$ cat config.mk
export PLATFORM = sky130hd
export DESIGN_NAME = pcs_top
export DESIGN_NICKNAME = d
export VERILOG_FILES = /design/src/rtl/pcs_pkg.sv /design/src/rtl/pcs_arbiter.sv /design/src/rtl/pcs_slot_tracker.sv /design/src/rtl/pcs_trap_capture.sv /design/src/rtl/pcs_top.sv
export SDC_FILE = /design/constraint.sdc
export NUM_CORES = 1
export LEC_CHECK = 0
export BUFFER_PORTS_ARGS = -buffer_cell sky130_fd_sc_hd__buf_4
export CORE_ASPECT_RATIO = 1.25
export CORE_UTILIZATION = 40
export DETAILED_ROUTE_END_ITERATION = 12
export GPL_ROUTABILITY_DRIVEN = 0
export SLEW_MARGIN = 5
export SYNTH_ARGS = -nofsm -noshare
export SYNTH_HDL_FRONTEND = slang
export SYNTH_SLANG_ARGS = --single-unit
$ cat constraint.sdc
create_clock -name clk -period 2.5 [get_ports clk]
set_clock_uncertainty 0.2 [all_clocks]
set_input_delay 0.25 -clock clk [delete_from_list [all_inputs] [get_ports clk]]
set_output_delay 0.25 -clock clk [all_outputs]
set_load 0.05 [all_outputs]
$ cat src/rtl/pcs_pkg.sv
package pcs_pkg;
  // Per-cycle action chosen by the arbiter, highest priority first in decode.
  typedef enum logic [2:0] {
    ACT_HOLD,
    ACT_SEQ,
    ACT_TAKE,
    ACT_SLOT_DONE,
    ACT_TRAP,
    ACT_RETURN
  } pcs_act_e;
endpackage

$ cat src/rtl/pcs_arbiter.sv
module pcs_arbiter
  import pcs_pkg::*;
(
  input  logic     instr_done,
  input  logic     br_taken,
  input  logic     trap_req,
  input  logic     trap_ret,
  input  logic     pending,
  output pcs_act_e act
);
  always_comb begin
    if (trap_req)            act = ACT_TRAP;
    else if (trap_ret)       act = ACT_RETURN;
    else if (!instr_done)    act = ACT_HOLD;
    else if (pending)        act = ACT_SLOT_DONE;
    else if (br_taken)       act = ACT_TAKE;
    else                     act = ACT_SEQ;
  end
endmodule

$ cat src/rtl/pcs_slot_tracker.sv
module pcs_slot_tracker
  import pcs_pkg::*;
#(
  parameter int XLEN = 32
) (
  input  logic            clk,
  input  logic            rst_n,
  input  pcs_act_e        act,
  input  logic [XLEN-1:0] br_target,
  output logic            pending,
  output logic [XLEN-1:0] target
);
  always_ff @(posedge clk) begin
    if (!rst_n) begin
      pending <= 1'b0;
      target  <= '0;
    end else begin
      unique case (act)
        ACT_TAKE: begin
          pending <= 1'b1;
          target  <= br_target;
        end
        ACT_SLOT_DONE, ACT_TRAP, ACT_RETURN: pending <= 1'b0;
        default: ;
      endcase
    end
  end
endmodule

$ cat src/rtl/pcs_trap_capture.sv
module pcs_trap_capture
  import pcs_pkg::*;
#(
  parameter int XLEN   = 32,
  parameter int CODE_W = 5,
  parameter int STEP   = 4
) (
  input  logic              clk,
  input  logic              rst_n,
  input  pcs_act_e          act,
  input  logic [CODE_W-1:0] trap_code,
  input  logic [XLEN-1:0]   pc,
  input  logic              pending,
  output logic [XLEN-1:0]   epc,
  output logic [XLEN-1:0]   cause
);
  localparam int CODE_LO = 2;
  localparam int CODE_HI = CODE_LO + CODE_W - 1;
  localparam int BD_BIT  = XLEN - 1;

  logic [XLEN-1:0] cause_next;

  always_comb begin
    cause_next = '0;
    cause_next[CODE_HI:CODE_LO] = trap_code;
    cause_next[BD_BIT] = pending;
  end

  always_ff @(posedge clk) begin
    if (!rst_n) begin
      epc   <= '0;
      cause <= '0;
    end else if (act == ACT_TRAP) begin
      epc   <= pending ? pc - XLEN'(STEP) : pc;
      cause <= cause_next;
    end
  end
endmodule

$ cat src/rtl/pcs_top.sv
module pcs_top
  import pcs_pkg::*;
#(
  parameter int          XLEN        = 32,
  parameter int          CODE_W      = 5,
  parameter int          STEP        = 4,
  parameter logic [31:0] RESET_VEC   = 32'hBFC0_0000,
  parameter logic [31:0] HANDLER_VEC = 32'h8000_0180
) (
  input  logic              clk,
  input  logic              rst_n,
  input  logic              instr_done,
  input  logic              br_taken,
  input  logic [XLEN-1:0]   br_target,
  input  logic              trap_req,
  input  logic [CODE_W-1:0] trap_code,
  input  logic              trap_ret,
  output logic [XLEN-1:0]   fetch_pc,
  output logic [XLEN-1:0]   epc,
  output logic [XLEN-1:0]   cause,
  output logic              in_slot
);
  pcs_act_e        act;
  logic            pending;
  logic [XLEN-1:0] target;
  logic [XLEN-1:0] pc_q, pc_d;

  pcs_arbiter u_arb (
    .instr_done (instr_done),
    .br_taken   (br_taken),
    .trap_req   (trap_req),
    .trap_ret   (trap_ret),
    .pending    (pending),
    .act        (act)
  );

  pcs_slot_tracker #(.XLEN(XLEN)) u_slot (
    .clk       (clk),
    .rst_n     (rst_n),
    .act       (act),
    .br_target (br_target),
    .pending   (pending),
    .target    (target)
  );

  pcs_trap_capture #(.XLEN(XLEN), .CODE_W(CODE_W), .STEP(STEP)) u_cap (
    .clk       (clk),
    .rst_n     (rst_n),
    .act       (act),
    .trap_code (trap_code),
    .pc        (pc_q),
    .pending   (pending),
    .epc       (epc),
    .cause     (cause)
  );

  always_comb begin
    unique case (act)
      ACT_TRAP:      pc_d = XLEN'(HANDLER_VEC);
      ACT_RETURN:    pc_d = epc;
      ACT_SLOT_DONE: pc_d = target;
      ACT_TAKE,
      ACT_SEQ:       pc_d = pc_q + XLEN'(STEP);
      default:       pc_d = pc_q;
    endcase
  end

  always_ff @(posedge clk) begin
    if (!rst_n) pc_q <= XLEN'(RESET_VEC);
    else        pc_q <= pc_d;
  end

  assign fetch_pc = pc_q;
  assign in_slot  = pending;
endmodule

; After elaboration in Yosys (flattened, before gate mapping)
; Index checks and enable logic that the tools add are counted.
[totals]
ff_bits = 103
latch_bits = 0
ramBits = 0
rom_bits = 0
input_bits = 43
out_inout_bits = 97
elab_cells = 24
mem_count = 0
[op_classes]
add_sub_neg = 2
mul = 0
n_div = 0
magnitude_cmp = 0
eq_ne = 5
n_shift = 0
muxes = 8
bitwise = 0
reduce_logical = 4
[op_table]
columns = operator, count
row1 = $pmux W32 S4, 1
row2 = $add A32 B3 Y32 const B, 1
row3 = $mux W32, 1
row4 = $sub A32 B3 Y32 const B, 1
row5 = $mux W3, 4
row6 = $eq A3 B2 Y1 const B, 2
row7 = $eq A3 B3 Y1 const B, 2
row8 = $reduce_bool A4 Y1, 1
row9 = $eq A3 B1 Y1 const B, 1
row10 = $reduce_or A3 Y1, 1
row11 = $mux W2, 1
row12 = $pmux W1 S2, 1
row13 = $reduce_bool A2 Y1, 1
row14 = $reduce_or A2 Y1, 1

; Logic depth before layout (Yosys ltp)
[depth]
depth_word = 8
ltp_mapped = 8
depth_no_buf = 6

; By module
; A second synthesis with hierarchy kept.
[hier_totals]
cells_unflattened = 734
area_unflattened_um2 = 5893.2
[by_module_without_submodules]
columns = mod, n_inst, cells_each, area_each_um2, seq_area_each_um2
row1 = pcs_top, 1, 319, 2352.3, 640.6
row2 = pcs_trap_capture, 1, 265, 2138.3, 760.7
row3 = pcs_slot_tracker, 1, 144, 1361.3, 660.6
row4 = pcs_arbiter, 1, 6, 41.3, 0.0

; Worst setup path after synthesis
; Ideal clock, no wire load.
[synth_path]
path_kind = reg-to-reg
startpoint = register pc_q[16], in the netlist fetch_pc[16]
endpoint = register pc_q[31], in the netlist fetch_pc[31]
setup_ns = 0.148
t_arrival_ns = 2.347
required_ns = 2.152
path_slack_ns = -0.195
stages_incl_launch_ff = 8
path_buffers = 2
synth_period_minus_slack_ns = 2.695
cell_sequence = dfxtp_1 > buf_2 > nand4_4 > or4_1 > buf_2 > or4_4 > o211ai_2 > o311ai_2
[synth_between]
elab_chain_len = 2
[synth_rtl]
columns = item, line_no
row1 = from (decl), pcs_top.sv:26  ; logic [XLEN-1:0] pc_q, pc_d;
row2 = from (signal assigned), pcs_top.sv:69  ; if (!rst_n) pc_q <= XLEN'(RESET_VEC);
row3 = from (signal assigned), pcs_top.sv:70  ; else pc_q <= pc_d;
row4 = $add A32 B3 Y32, pcs_top.sv:63  ; ACT_SEQ: pc_d = pc_q + XLEN'(STEP);
row5 = $pmux W32 S4, pcs_top.sv:58  ; unique case (act)
; No other way between the ends.
; A chain may end at the register's enable or synchronous reset.

; Worst setup path after layout
[layout_path]
startpoint = register pc_q[20], in the netlist fetch_pc[20]
endpoint = register pc_q[31], in the netlist fetch_pc[31]
; The elaborated chain is that of the path after synthesis.

==> metrics.cfg <==
[logic_synthesis]
yosys_warnings = 0
ys_seq_area_frac = 0.376
synthTopCellsByArea = dfxtp_1 (38%), a21oi_1 (8.7%), nand2_1 (6.2%)
synthFlopType = dfxtp_1
ys_ff_latch = 103
avgSynthCellArea_sq_um = 7.79
yosys.area.top_type = dfxtp_1
synth_area_sq_um = 5480
yosys.cell_types.count = 51
synth.top_cell.area_share = 0.376
async_flop_share = 0
synth-edff-count = 0
synth_cells = 703

[floorplanning]
pin_count = 140
core_sq_um = 13300
fp.dieH_um = 133
rows = 47
die_area_sq_um = 14200
die_width_um = 107
initial_core_util = 0.412

[clock_network]
post_cts_resized = 0
cts_tree = yes
cts_max_level = 3
postCtsSetupRepairBufs = 0
path_clk_slew_ps = 70
clkLatencyLatePin_ps = 350
clkSinkCount = 103
numCtsBuffers = 9
clock_path_buffers = 2
cts-root-buf = clkbuf_16

[sta]
setup_viol = 0
rsz0062_at_grt = false
hold_viol = 0
tightest_slew_ps = 629
fmax_ghz = 0.437
timing.setup.tns_ps = 0
period_share = 0.915
finalCriticalPeriod_ps = 2290
slew_headroom = 0.580
drv_slew = 0

[finish]
layout.nets = 866
final_cell_count_no_fill = 996
final_cell_mix = buf_4 (141), a21oi_1 (95), nand2_1 (91), dfxtp_1 (86), nor2_1 (45)
drive_gt1_frac = 0.225
synthToLayoutAreaGrowth_pct = 28.7
layout_commonest_cell = buf_4
antenna_cells = 0

[global_routing]
antenna_found_initial = 0
grt_usage = 0.238
grt_overflow = 0
grt_max_degree = 38
grt_pass1_vias = 4899
grt_pass1_wl_um = 26400

[placed_design]
place_inst = 945
dp_hpwl_um = 11500
port_buffers = 113

[worst_setup_path]
cp_top_family = simple AND/OR/NAND/NOR gates
critical_path.cell_chain = nand4_4 -> or4_1 -> or4_4 -> o211ai_2 -> o311ai_2
path_max_fanout = 11
critical_path_buf_inv_count = 0
start_kind = flop
critical-path-slowest-cell = or4_1
arrival_ps = 2300
cp-end-kind = flop
slowest_delay_ps = 570
worst_ep_required_time_ps = 2520
critical_path_class = reg2reg

[drt]
ant_nets = 0
dr.pass1.iters = 6
drc = 0
routed_via_density = 5.46
drt_iter0_markers = 332
routedWlPerCell_um = 16.8
wl_um = 16700
vias = 5443

[outcome]
status = completed

[power]
leakagePower_nw = 2.65
vdd_drop_max_v = 0.000264
powerDensity_nw_per_um2 = 552

[run]
cap_violations = 0

[min_path]
min_path_type = in2reg

## stage by stage
stage | instance area [sq um] | setup slack [ps] | utilization | hold slack (ps) | total power [W]
2_1_floorplan | 5600 | 4.44 | - | 186 | 0.00237
3_3_place_gp | 6420 | 266 | 0.483 | 241 | 0.00257
3_5_place_dp | 6420 | 237 | 0.483 | 244 | 0.00258
4_1_cts | 7050 | 220 | 0.531 | 14.8 | 0.00392
5_1_grt | 7050 | 123 | 0.531 | 35.6 | 0.00403
6_report | 7050 | 213 | 0.531 | 29.4 | 0.00389
## per-layer routing
metal  wire length, um  track usage  share of wire  up-vias
met2              8300        0.401           0.50      197
met5                 0            0              0        -
met1              7190        0.305           0.43     2583
met4               171       0.0556          0.010        0
met3              1070       0.0552          0.064       11
li1                  -            -              -     2652
## where the power goes
part           internal (W)  total, W  switching, W  leakage (nW)
sequential          0.00171   0.00180     0.0000895         0.850
combinational      0.000276  0.000798      0.000523          1.67
clock              0.000692   0.00130      0.000603         0.131
total               0.00267   0.00389       0.00122          2.65
## sequential cells by signal, indices dropped and copies added (netlist names)
name            flops
u_slot.pending      1
u_slot.target      32
fetch_pc           32
u_cap.epc          32
u_cap.cause         6
## cell type report
| class | instances | area, sq um |
|---|---|---|
| clock buffer | 11 | 243 |
| clock inverter | 4 | 22.5 |
| fill | 1323 | 6240 |
| inverter | 11 | 41.3 |
| multi-input combinational | 518 | 3000 |
| sequential | 103 | 2090 |
| tap | 171 | 214 |
| timing repair buffer | 178 | 1440 |
## path summary, 6_finish.rpt
check	from	end	slack, ps	cells past startpoint
max reg2reg	fetch_pc[20]	fetch_pc[31]	210	5
max	fetch_pc[20]	fetch_pc[31]	210	5
min reg2reg	u_slot.target[31]	u_slot.target[31]	250	2
min	br_target[20]	u_slot.target[20]	30	3
## cells by family (layout without fill, tap and decap cells)
logic type               count (synthesis)  in the layout  share of synthesized area
adder cells (fa/ha/maj)                  2              2                    0.00457
flip-flops                             103            103                      0.376
AND/OR/NAND/NOR                        254            254                      0.238
buffers and inverters                  107            204                     0.0957
AO/OA/AOI/OAI                          181            181                      0.194
other                                    1             26                   0.000684
XOR/XNOR                                45             45                     0.0719
multiplexers                            10             10                     0.0183
## tightest hold or removal path, stage by stage
cell and delay (ps):
buf_4 80, nand2_1 80, a21oi_1 130
## cell usage after synthesis, drive strengths merged, types with 2 or more instances
| master | number |
|---|---|
| o221ai | 3 |
| a222oi | 6 |
| and4 | 4 |
| nor3b | 16 |
| a2bb2oi | 2 |
| or4 | 5 |
| nor2 | 45 |
| xor2 | 12 |
| nand3 | 15 |
| nand2b | 5 |
| or3 | 6 |
| dfxtp | 103 |
| o21a | 2 |
| a31oi | 2 |
| a21oi | 95 |
| a221oi | 3 |
| o22ai | 9 |
| clkbuf | 52 |
| o31a | 5 |
| a211oi | 13 |
| inv | 11 |
| nor4b | 3 |
| ha | 2 |
| xnor2 | 33 |
| buf | 44 |
| nor4 | 17 |
| mux2i | 10 |
| nand4 | 9 |
| and2 | 6 |
| nand2 | 91 |
| o21ai | 36 |
| nor3 | 25 |
| nor2b | 3 |
## timing repair
item,CTS,global route
setup endpoints to repair,0,0
hold buffers,36,0
endpoints found under the hold margin,36,0
(Power assumes the default switching activity.)
